<file path="src/rtl/sdc_cmd_pkg.sv">
package sdc_cmd_pkg;

  localparam int CMD_W   = 48;
  localparam int STS_W   = 5;
  localparam int STS_DONE = 0;
  localparam int STS_TO   = 1;
  localparam int STS_CRC  = 2;
  localparam int STS_IDX  = 3;
  localparam int STS_ERR  = 4;

  typedef enum logic [1:0] {
    RSP_NONE       = 2'b00,
    RSP_LONG       = 2'b01,
    RSP_SHORT      = 2'b10,
    RSP_SHORT_BUSY = 2'b11
  } rsp_kind_e;

  typedef enum logic [1:0] {
    ST_IDLE,
    ST_SEND,
    ST_RESP
  } seq_e;

  typedef struct packed {
    logic [5:0] idx;
    logic       dpres;
    logic       idx_chk;
    logic       crc_chk;
    rsp_kind_e  kind;
  } cmd_word_t;

  function automatic cmd_word_t decode_cmd(input logic [15:0] w);
    cmd_word_t c;
    c.idx     = w[13:8];
    c.dpres   = w[5];
    c.idx_chk = w[4];
    c.crc_chk = w[3];
    c.kind    = rsp_kind_e'(w[1:0]);
    return c;
  endfunction

  function automatic logic [6:0] crc7_step(input logic [6:0] c, input logic d);
    logic fb;
    fb = d ^ c[6];
    return {c[5:0], 1'b0} ^ (fb ? 7'h09 : 7'h00);
  endfunction

  function automatic logic [6:0] crc7_of40(input logic [39:0] v);
    logic [6:0] c;
    c = '0;
    for (int i = 39; i >= 0; i--) c = crc7_step(c, v[i]);
    return c;
  endfunction

endpackage

</file>
<file path="src/rtl/sdc_clk_div.sv">
module sdc_clk_div #(
  parameter int DIV = 4
) (
  input  logic clk,
  input  logic rst_n,
  output logic sd_clk,
  output logic fall_stb,
  output logic rise_stb
);
  localparam int CW   = $clog2(DIV);
  localparam int HALF = DIV / 2;
  localparam logic [CW-1:0] LAST = CW'(DIV - 1);
  localparam logic [CW-1:0] MID  = CW'(HALF - 1);

  logic [CW-1:0] cnt_q, cnt_d;
  logic          clk_q, clk_d;

  always_comb begin
    cnt_d = (cnt_q == LAST) ? '0 : cnt_q + 1'b1;
    clk_d = clk_q;
    if (cnt_q == LAST)     clk_d = 1'b0;
    else if (cnt_q == MID) clk_d = 1'b1;
  end

  always_ff @(posedge clk or negedge rst_n) begin
    if (!rst_n) begin
      cnt_q <= '0;
      clk_q <= 1'b0;
    end else begin
      cnt_q <= cnt_d;
      clk_q <= clk_d;
    end
  end

  assign sd_clk   = clk_q;
  assign fall_stb = (cnt_q == LAST);
  assign rise_stb = (cnt_q == MID);

  a_r2_edges_apart: assert property (@(posedge clk) disable iff (!rst_n)
    rise_stb |=> sd_clk);

endmodule

</file>
<file path="src/rtl/sdc_crc7_acc.sv">
module sdc_crc7_acc import sdc_cmd_pkg::*; (
  input  logic       clk,
  input  logic       rst_n,
  input  logic       clr,
  input  logic       en,
  input  logic       d,
  output logic [6:0] crc
);
  logic [6:0] crc_q, crc_d;

  always_comb begin
    crc_d = crc_q;
    if (clr)     crc_d = '0;
    else if (en) crc_d = crc7_step(crc_q, d);
  end

  always_ff @(posedge clk or negedge rst_n) begin
    if (!rst_n) crc_q <= '0;
    else        crc_q <= crc_d;
  end

  assign crc = crc_q;

endmodule

</file>
<file path="src/rtl/sdc_cmd_tx.sv">
module sdc_cmd_tx import sdc_cmd_pkg::*; (
  input  logic             clk,
  input  logic             rst_n,
  input  logic             load,
  input  logic [CMD_W-1:0] frame,
  input  logic             fall_stb,
  output logic             cmd_out,
  output logic             cmd_oe,
  output logic             tx_done
);
  localparam int CNT_W = $clog2(CMD_W + 1);
  localparam logic [CNT_W-1:0] ALL_SENT = CNT_W'(CMD_W);

  logic [CMD_W-1:0] sr_q, sr_d;
  logic [CNT_W-1:0] cnt_q, cnt_d;
  logic act_q, act_d, out_q, out_d, oe_q, oe_d, done_q, done_d;

  always_comb begin
    sr_d   = sr_q;
    cnt_d  = cnt_q;
    act_d  = act_q;
    out_d  = out_q;
    oe_d   = oe_q;
    done_d = 1'b0;
    if (load) begin
      sr_d  = frame;
      cnt_d = '0;
      act_d = 1'b1;
    end else if (act_q && fall_stb) begin
      if (cnt_q == ALL_SENT) begin
        act_d  = 1'b0;
        oe_d   = 1'b0;
        out_d  = 1'b1;
        done_d = 1'b1;
      end else begin
        oe_d  = 1'b1;
        out_d = sr_q[CMD_W-1];
        sr_d  = {sr_q[CMD_W-2:0], 1'b0};
        cnt_d = cnt_q + 1'b1;
      end
    end
  end

  always_ff @(posedge clk or negedge rst_n) begin
    if (!rst_n) begin
      sr_q   <= '0;
      cnt_q  <= '0;
      act_q  <= 1'b0;
      out_q  <= 1'b1;
      oe_q   <= 1'b0;
      done_q <= 1'b0;
    end else begin
      sr_q   <= sr_d;
      cnt_q  <= cnt_d;
      act_q  <= act_d;
      out_q  <= out_d;
      oe_q   <= oe_d;
      done_q <= done_d;
    end
  end

  assign cmd_out = out_q;
  assign cmd_oe  = oe_q;
  assign tx_done = done_q;

  a_r2_drive_only_active: assert property (@(posedge clk) disable iff (!rst_n)
    oe_q |-> act_q);

  a_r2_release_high: assert property (@(posedge clk) disable iff (!rst_n)
    $fell(oe_q) |-> out_q);

endmodule

</file>
<file path="src/rtl/sdc_rsp_rx.sv">
module sdc_rsp_rx import sdc_cmd_pkg::*; #(
  parameter int LONG_W  = 136,
  parameter int TO_CLKS = 64
) (
  input  logic              clk,
  input  logic              rst_n,
  input  logic              arm,
  input  logic              long_sel,
  input  logic              rise_stb,
  input  logic              cmd_in,
  output logic              rsp_valid,
  output logic              rsp_timeout,
  output logic [LONG_W-1:0] frame,
  output logic [6:0]        crc_calc
);
  localparam int CNT_W = $clog2(LONG_W + 1);
  localparam int TO_W  = $clog2(TO_CLKS + 1);
  localparam logic [CNT_W-1:0] LONG_LAST  = CNT_W'(LONG_W - 1);
  localparam logic [CNT_W-1:0] SHORT_LAST = CNT_W'(CMD_W - 1);
  localparam logic [CNT_W-1:0] LONG_TOP   = CNT_W'(LONG_W - 9);
  localparam logic [CNT_W-1:0] CRC_LOW    = CNT_W'(8);
  localparam logic [TO_W-1:0]  TO_LAST    = TO_W'(TO_CLKS - 1);

  typedef enum logic [1:0] {RX_OFF, RX_HUNT, RX_SHIFT} rx_e;

  rx_e               st_q, st_d;
  logic [CNT_W-1:0]  left_q, left_d, pos, top_pos, last_pos;
  logic [TO_W-1:0]   to_q, to_d;
  logic [LONG_W-1:0] sr_q, sr_d;
  logic              long_q, long_d;
  logic              valid_q, valid_d, tout_q, tout_d;
  logic              bit_take, crc_en;

  assign top_pos  = long_q ? LONG_TOP : SHORT_LAST;
  assign last_pos = long_q ? LONG_LAST : SHORT_LAST;
  assign pos      = (st_q == RX_HUNT) ? last_pos : left_q;
  assign bit_take = rise_stb && (((st_q == RX_HUNT) && !cmd_in) || (st_q == RX_SHIFT));
  assign crc_en   = bit_take && (pos >= CRC_LOW) && (pos <= top_pos);

  always_comb begin
    st_d    = st_q;
    left_d  = left_q;
    to_d    = to_q;
    sr_d    = sr_q;
    long_d  = long_q;
    valid_d = 1'b0;
    tout_d  = 1'b0;
    if (arm) begin
      st_d   = RX_HUNT;
      to_d   = '0;
      long_d = long_sel;
    end else if (rise_stb) begin
      case (st_q)
        RX_HUNT: begin
          if (!cmd_in) begin
            sr_d   = {sr_q[LONG_W-2:0], 1'b0};
            left_d = last_pos - 1'b1;
            st_d   = RX_SHIFT;
          end else if (to_q == TO_LAST) begin
            tout_d = 1'b1;
            st_d   = RX_OFF;
          end else begin
            to_d = to_q + 1'b1;
          end
        end
        RX_SHIFT: begin
          sr_d = {sr_q[LONG_W-2:0], cmd_in};
          if (left_q == '0) begin
            valid_d = 1'b1;
            st_d    = RX_OFF;
          end else begin
            left_d = left_q - 1'b1;
          end
        end
        default: st_d = RX_OFF;
      endcase
    end
  end

  always_ff @(posedge clk or negedge rst_n) begin
    if (!rst_n) begin
      st_q    <= RX_OFF;
      left_q  <= '0;
      to_q    <= '0;
      sr_q    <= '0;
      long_q  <= 1'b0;
      valid_q <= 1'b0;
      tout_q  <= 1'b0;
    end else begin
      st_q    <= st_d;
      left_q  <= left_d;
      to_q    <= to_d;
      sr_q    <= sr_d;
      long_q  <= long_d;
      valid_q <= valid_d;
      tout_q  <= tout_d;
    end
  end

  sdc_crc7_acc u_crc (
    .clk   (clk),
    .rst_n (rst_n),
    .clr   (arm),
    .en    (crc_en),
    .d     (cmd_in),
    .crc   (crc_calc)
  );

  assign rsp_valid   = valid_q;
  assign rsp_timeout = tout_q;
  assign frame       = sr_q;

  a_r6_valid_single: assert property (@(posedge clk) disable iff (!rst_n)
    valid_q |=> !valid_q);

  a_r8_no_valid_and_timeout: assert property (@(posedge clk) disable iff (!rst_n)
    !(valid_q && tout_q));

endmodule

</file>
<file path="src/rtl/sdc_cmd_path.sv">
module sdc_cmd_path import sdc_cmd_pkg::*; #(
  parameter int CLK_DIV = 4,   // system clocks per SD clock, even and >= 4
  parameter int TO_CLKS = 64   // SD clocks allowed before the response start bit
) (
  input  logic             clk,
  input  logic             rst_n,
  input  logic             arg_we,
  input  logic [31:0]      arg_wdata,
  input  logic             cmd_we,
  input  logic [15:0]      cmd_wdata,
  input  logic             sts_clr_we,
  input  logic [STS_W-1:0] sts_clr_mask,
  output logic [STS_W-1:0] sts,
  output logic [31:0]      pstate,
  output logic [31:0]      resp0,
  output logic [31:0]      resp1,
  output logic [31:0]      resp2,
  output logic [31:0]      resp3,
  output logic             sd_clk,
  output logic             cmd_out,
  output logic             cmd_oe,
  input  logic             cmd_in,
  input  logic [3:0]       dat_in
);
  localparam int LONG_W = 136;

  // reset: asserted asynchronously, released on the clock
  logic rst_meta_q, rst_n_s;
  always_ff @(posedge clk or negedge rst_n) begin
    if (!rst_n) begin
      rst_meta_q <= 1'b0;
      rst_n_s    <= 1'b0;
    end else begin
      rst_meta_q <= 1'b1;
      rst_n_s    <= rst_meta_q;
    end
  end

  logic fall_stb, rise_stb;
  sdc_clk_div #(.DIV(CLK_DIV)) u_div (
    .clk      (clk),
    .rst_n    (rst_n_s),
    .sd_clk   (sd_clk),
    .fall_stb (fall_stb),
    .rise_stb (rise_stb)
  );

  seq_e              st_q, st_d;
  cmd_word_t         cur_q, cur_d, cw;
  logic [31:0]       arg_q, arg_d;
  logic [3:0]        dat_q;
  logic              busy_q, busy_d;
  logic [STS_W-1:0]  sts_q, sts_d, sts_set, clr_vec;
  logic [31:0]       r0_q, r1_q, r2_q, r3_q, r0_d, r1_d, r2_d, r3_d;
  logic              inh_cmd, inh_dat, accept;
  logic              tx_done, rx_arm, rsp_valid, rsp_timeout, rsp_upd;
  logic              crc_bad, idx_bad, rsp_long;
  logic [CMD_W-1:0]  tx_frame;
  logic [LONG_W-1:0] rx_frame;
  logic [6:0]        rx_crc;

  assign cw      = decode_cmd(cmd_wdata);
  assign inh_cmd = (st_q != ST_IDLE);
  assign inh_dat = busy_q;
  assign accept  = cmd_we && !inh_cmd &&
                   !((cw.kind == RSP_SHORT_BUSY) && !cw.dpres && inh_dat);
  assign tx_frame = {2'b01, cw.idx, arg_q,
                     crc7_of40({2'b01, cw.idx, arg_q}), 1'b1};
  assign rsp_long = (cur_q.kind == RSP_LONG);

  sdc_cmd_tx u_tx (
    .clk      (clk),
    .rst_n    (rst_n_s),
    .load     (accept),
    .frame    (tx_frame),
    .fall_stb (fall_stb),
    .cmd_out  (cmd_out),
    .cmd_oe   (cmd_oe),
    .tx_done  (tx_done)
  );

  sdc_rsp_rx #(.LONG_W(LONG_W), .TO_CLKS(TO_CLKS)) u_rx (
    .clk         (clk),
    .rst_n       (rst_n_s),
    .arm         (rx_arm),
    .long_sel    (rsp_long),
    .rise_stb    (rise_stb),
    .cmd_in      (cmd_in),
    .rsp_valid   (rsp_valid),
    .rsp_timeout (rsp_timeout),
    .frame       (rx_frame),
    .crc_calc    (rx_crc)
  );

  assign crc_bad = cur_q.crc_chk && (rx_crc != rx_frame[7:1]);
  assign idx_bad = cur_q.idx_chk && !rsp_long && (rx_frame[45:40] != cur_q.idx);

  // sequencer
  always_comb begin
    st_d    = st_q;
    cur_d   = cur_q;
    sts_set = '0;
    rx_arm  = 1'b0;
    rsp_upd = 1'b0;
    busy_d  = busy_q;
    if (busy_q && rise_stb && dat_q[0]) busy_d = 1'b0;
    case (st_q)
      ST_IDLE: begin
        if (accept) begin
          cur_d = cw;
          st_d  = ST_SEND;
        end
      end
      ST_SEND: begin
        if (tx_done) begin
          if (cur_q.kind == RSP_NONE) begin
            sts_set[STS_DONE] = 1'b1;
            st_d = ST_IDLE;
          end else begin
            rx_arm = 1'b1;
            st_d   = ST_RESP;
          end
        end
      end
      ST_RESP: begin
        if (rsp_timeout) begin
          sts_set[STS_TO]  = 1'b1;
          sts_set[STS_ERR] = 1'b1;
          st_d = ST_IDLE;
        end else if (rsp_valid) begin
          sts_set[STS_DONE] = 1'b1;
          sts_set[STS_CRC]  = crc_bad;
          sts_set[STS_IDX]  = idx_bad;
          sts_set[STS_ERR]  = crc_bad | idx_bad;
          rsp_upd = 1'b1;
          if (cur_q.kind == RSP_SHORT_BUSY) busy_d = 1'b1;
          st_d = ST_IDLE;
        end
      end
      default: st_d = ST_IDLE;
    endcase
  end

  // software-visible registers
  always_comb begin
    arg_d   = arg_we ? arg_wdata : arg_q;
    clr_vec = sts_clr_we ? sts_clr_mask : '0;
    sts_d   = (sts_q & ~clr_vec) | sts_set;
    r0_d = r0_q;
    r1_d = r1_q;
    r2_d = r2_q;
    r3_d = r3_q;
    if (rsp_upd) begin
      if (rsp_long) {r3_d, r2_d, r1_d, r0_d} = {8'h00, rx_frame[127:8]};
      else          r0_d = rx_frame[39:8];
    end
  end

  always_ff @(posedge clk or negedge rst_n_s) begin
    if (!rst_n_s) begin
      st_q   <= ST_IDLE;
      cur_q  <= '0;
      arg_q  <= '0;
      dat_q  <= '0;
      busy_q <= 1'b0;
      sts_q  <= '0;
      r0_q   <= '0;
      r1_q   <= '0;
      r2_q   <= '0;
      r3_q   <= '0;
    end else begin
      st_q   <= st_d;
      cur_q  <= cur_d;
      arg_q  <= arg_d;
      dat_q  <= dat_in;
      busy_q <= busy_d;
      sts_q  <= sts_d;
      r0_q   <= r0_d;
      r1_q   <= r1_d;
      r2_q   <= r2_d;
      r3_q   <= r3_d;
    end
  end

  assign sts    = sts_q;
  assign pstate = {8'h00, dat_q, 18'h0, inh_dat, inh_cmd};
  assign resp0  = r0_q;
  assign resp1  = r1_q;
  assign resp2  = r2_q;
  assign resp3  = r3_q;

  logic unused_ok;
  assign unused_ok = ^{cmd_wdata[15:14], cmd_wdata[7:6], cmd_wdata[2],
                       cur_q.dpres, rx_frame[135:128], rx_frame[0]};

  a_r2_cmd_steady_high: assert property (@(posedge clk) disable iff (!rst_n_s)
    (sd_clk && $past(sd_clk)) |-> $stable(cmd_out));

  a_r10_refused_write: assert property (@(posedge clk) disable iff (!rst_n_s)
    (cmd_we && inh_cmd) |=> $stable(cur_q));

  a_r8_timeout_not_done: assert property (@(posedge clk) disable iff (!rst_n_s)
    $rose(sts_q[STS_TO]) |-> !$rose(sts_q[STS_DONE]));

  a_r9_summary_follows: assert property (@(posedge clk) disable iff (!rst_n_s)
    ($rose(sts_q[STS_CRC]) || $rose(sts_q[STS_IDX])) |-> sts_q[STS_ERR]);

  a_r11_busy_release: assert property (@(posedge clk) disable iff (!rst_n_s)
    $fell(inh_dat) |-> $past(dat_q[0]));

endmodule

</file>
<file path="config.mk">
export PLATFORM = sky130hd
export DESIGN_NAME = sdc_cmd_path
export DESIGN_NICKNAME = d
export VERILOG_FILES = /design/src/rtl/sdc_cmd_pkg.sv /design/src/rtl/sdc_clk_div.sv /design/src/rtl/sdc_crc7_acc.sv /design/src/rtl/sdc_cmd_tx.sv /design/src/rtl/sdc_rsp_rx.sv /design/src/rtl/sdc_cmd_path.sv
export SDC_FILE = /design/constraint.sdc
export NUM_CORES = 1
export LEC_CHECK = 0
export BUFFER_PORTS_ARGS = -buffer_cell sky130_fd_sc_hd__buf_2
export CELL_PAD_IN_SITES_DETAIL_PLACEMENT = 1
export CELL_PAD_IN_SITES_GLOBAL_PLACEMENT = 1
export CORE_MARGIN = 2
export CORE_UTILIZATION = 41
export CTS_CLUSTER_SIZE = 24
export DETAILED_ROUTE_END_ITERATION = 7
export HOLD_SLACK_MARGIN = 0.05
export PLACE_DENSITY = 0.72
export SYNTH_ARGS = -nofsm -noshare
export SYNTH_HDL_FRONTEND = slang
export SYNTH_HIERARCHICAL = 1
export SYNTH_SLANG_ARGS = --single-unit
</file>
<file path="constraint.sdc">
create_clock -name clk -period 26.7 [get_ports clk]
set_input_delay 1.335 -clock clk [delete_from_list [all_inputs] [get_ports clk]]
set_output_delay 1.335 -clock clk [all_outputs]
set_load 0.01 [all_outputs]
</file>
==> results by group <==
Die
  – IO Count: 231
  – Die Wd: 214 um
  – Initial Util: 0.417
  – Die ar.: 45700 um^2
  – Core area: 43300 um^2
  – Rows: 76
  – Die height: 214 um

Timing
  – Clock skew: 25.2 ps
  – Fin. Hold Viols: 0
  – Period Utilization, post-route: 0.128
  – Max-slew violation count: 0
  – RSZ-0062 raised after global routing: no
  – Max Fclk: 292 MHz
  – Max_slew headroom: 0.195
  – Count of final setup violators: 0
  – Worst Slack Setup Final: 23280 ps
  – Tightest Pin Transition: 1210 ps
  – TNS Setup: 0 ps
  – Hold Worst Slack: 350 ps
  – Minimum clock period: 3420 ps

Worst setup path
  – Slowest CP cell: xnor3_1
  – Crit. End Element: flip-flop
  – Setup CP Type: in -> reg
  – R2R Path Start: u_div/cnt_q[1]
  – CP required: 27150 ps
  – Setup slack, reg-to-reg: 23340 ps
  – CP max FO: 5
  – Worst R2R End: u_rx/frame[125]
  – Reg2reg path depth: 7
  – Worst path cell trace: buf_2 -> xnor3_1 -> xnor2_2 -> xnor3_2 -> xnor2_2 -> xnor3_1 -> xnor2_1 -> nand2b_1 -> o31a_1
  – Worst setup SP type: input pin
  – Worst path max stage delay: 510 ps
  – Crit path DAT: 3880 ps

Placement
  – Placed cell area: 19300 um^2
  – Dpl cells: 2175
  – Gp weighted congestion: 0.795
  – HPWL Detailed: 27.2 mm
  – Setup WS pre-CTS: 22680 ps
  – I/O Buffers: 191

Power
  – Comb pwr share: 0.198
  – Seq pwr share: 0.432
  – Clock Power Share: 0.371
  – NetSw: 439 uW
  – Cell internal pwr: 1.17 mW
  – Pleak: 10.2 nW
  – Pwr Total: 1.61 mW
  – Power Density: 77.8 nW/um^2
  – Worst IR Drop VDD: 0.0574 mV
  – Switching share of power: 0.272

Global route
  – Aggregate global-route resource usage: 0.192
  – Vias in the first global route: 12500
  – Met2 usage in global routing: 0.311
  – First-pass GRT wire length: 69.9 mm
  – Gr busiest metal: met2
  – Overflow after GRT: 0
  – Initial antenna violation count: 1
  – Met3 GRT Util: 0.0373
  – Largest net degree at the start of global routing: 178
  – Met1 Track Usage GR: 0.259

Route
  – Vias per cell: 5.33
  – Drc violations: 0
  – Vias after detailed routing: 12000
  – Final ANT Viol Nets: 0
  – Final wirelength: 43.2 mm
  – Drt initial violations: 831
  – Number of detailed-route iterations in the first pass: 5
  – Routed len/inst: 19.2 um

Finish
  – Layout cell share with drive strength beyond 1: 0.255
  – Layout Nets: 1712
  – Ant diodes: 0
  – Finished Layout Cells: 2252
  – Design Area, Final: 20700 um^2
  – Final core utilization: 0.479
  – Layout area overhead: 14.9%

Clock tree
  – CTS max path bufs: 3
  – Clk Latency, worst-skew pair: 580 ps
  – Cts hold-fix bufs: 0
  – H-tree Lvls: 2
  – Setup Buffers After CTS: 0
  – Clock transition at path regs: 60 ps
  – CTS tree: built
  – CTS root buffer: clkbuf_16
  – PostCTS Resize Cnt: 0
  – Total CTS buffers: 43
  – Clk sinks: 392

Logic synthesis
  – Yosys warning total: 6
  – Syn_area_per_cell: 12.2 um^2
  – Mapped Cells: 1479
  – Area of the mapped netlist: 18000 um^2

Worst hold path
  – Worst Hold End: rst_n_s
  – Worst hold path class: reg -> reg
  – Hold Crit Depth: 0
  – Worst hold start: rst_meta_q

Run status
  – Status: finished clean

Job
  – MaxCap Viol Count: 0
metal layers:
layer	wire, um	part of all wire
met3	2000	0.046
met5	13	0.00030
met4	1260	0.029
met1	19400	0.45
met2	20600	0.48
sequential cells by signal, summed over array words and instances, names as in the netlist, 8 cells and up:
register,count
resp1,32
arg_q,32
u_rx/left_q,8
u_tx/sr_q,48
u_rx/frame,128
resp3,24
cur_q,10
resp0,32
resp2,32
power groups by stage:
stage	logic [mW]	clock network, mW	registers, mW
floorplan	0.262	0	0.697
global placement	0.310	0	0.701
detailed placement	0.320	0	0.704
CTS	0.321	0.618	0.694
global route	0.351	0.640	0.702
finish	0.318	0.597	0.696
cells in the final DEF, fill, tap and decap left out, types with 3 or more instances in the layout:
master     instances
a21oi_1           59
a22o_1             5
a31oi_1            5
and2_1             4
buf_2            191
buf_4             16
clkbuf_1           7
clkbuf_16         44
clkbuf_8          11
clkinv_2           8
conb_1            38
dfrtp_1          388
ha_1              13
inv_1             17
mux2_1           127
mux2_2           132
mux2i_1            6
nand2_1          125
nand2b_1          56
nand3_1          103
nand4_1            3
nand4b_1           4
nor2_1            22
nor2b_1            9
nor3_1             9
nor4_1             3
o211ai_1           4
o21ai_0            9
o21ai_1           10
o2bb2ai_1         47
o31a_1            48
o31ai_1            6
or3_1              3
xnor2_1           53
xnor3_1           11
xor2_1            15
critical path: cells and delay by family:
family / cells / cell delay [ps]
compound gates: 1 / 130
simple gates: 1 / 140
xor+xnor: 6 / 2050
buf+inv: 1 / 230
cell type report:
cell class	instances	area, um^2
Fill cell	4597	22600
Clock inverter	15	149
Tap cell	585	732
Clock buffer	62	1280
Sequential cell	392	9820
Multi-Input combinational cell	973	7580
Inverter	17	63.8
Timing Repair Buffer	208	1100
worst max-delay path by stage:
stage	start	end	cells after the start
2_1_floorplan	rst_n_s	arg_q[0]	0
3_3_place_gp	cmd_wdata[8]	u_tx/sr_q[2]	9
3_5_place_dp	cmd_wdata[8]	u_tx/sr_q[5]	9
4_1_cts	u_div/cnt_q[1]	u_rx/frame[61]	7
5_1_grt	st_q[1]	u_rx/frame[113]	9
6_report	cmd_wdata[8]	u_tx/sr_q[5]	9
Note: power is estimated with default switching activity, not from simulation.
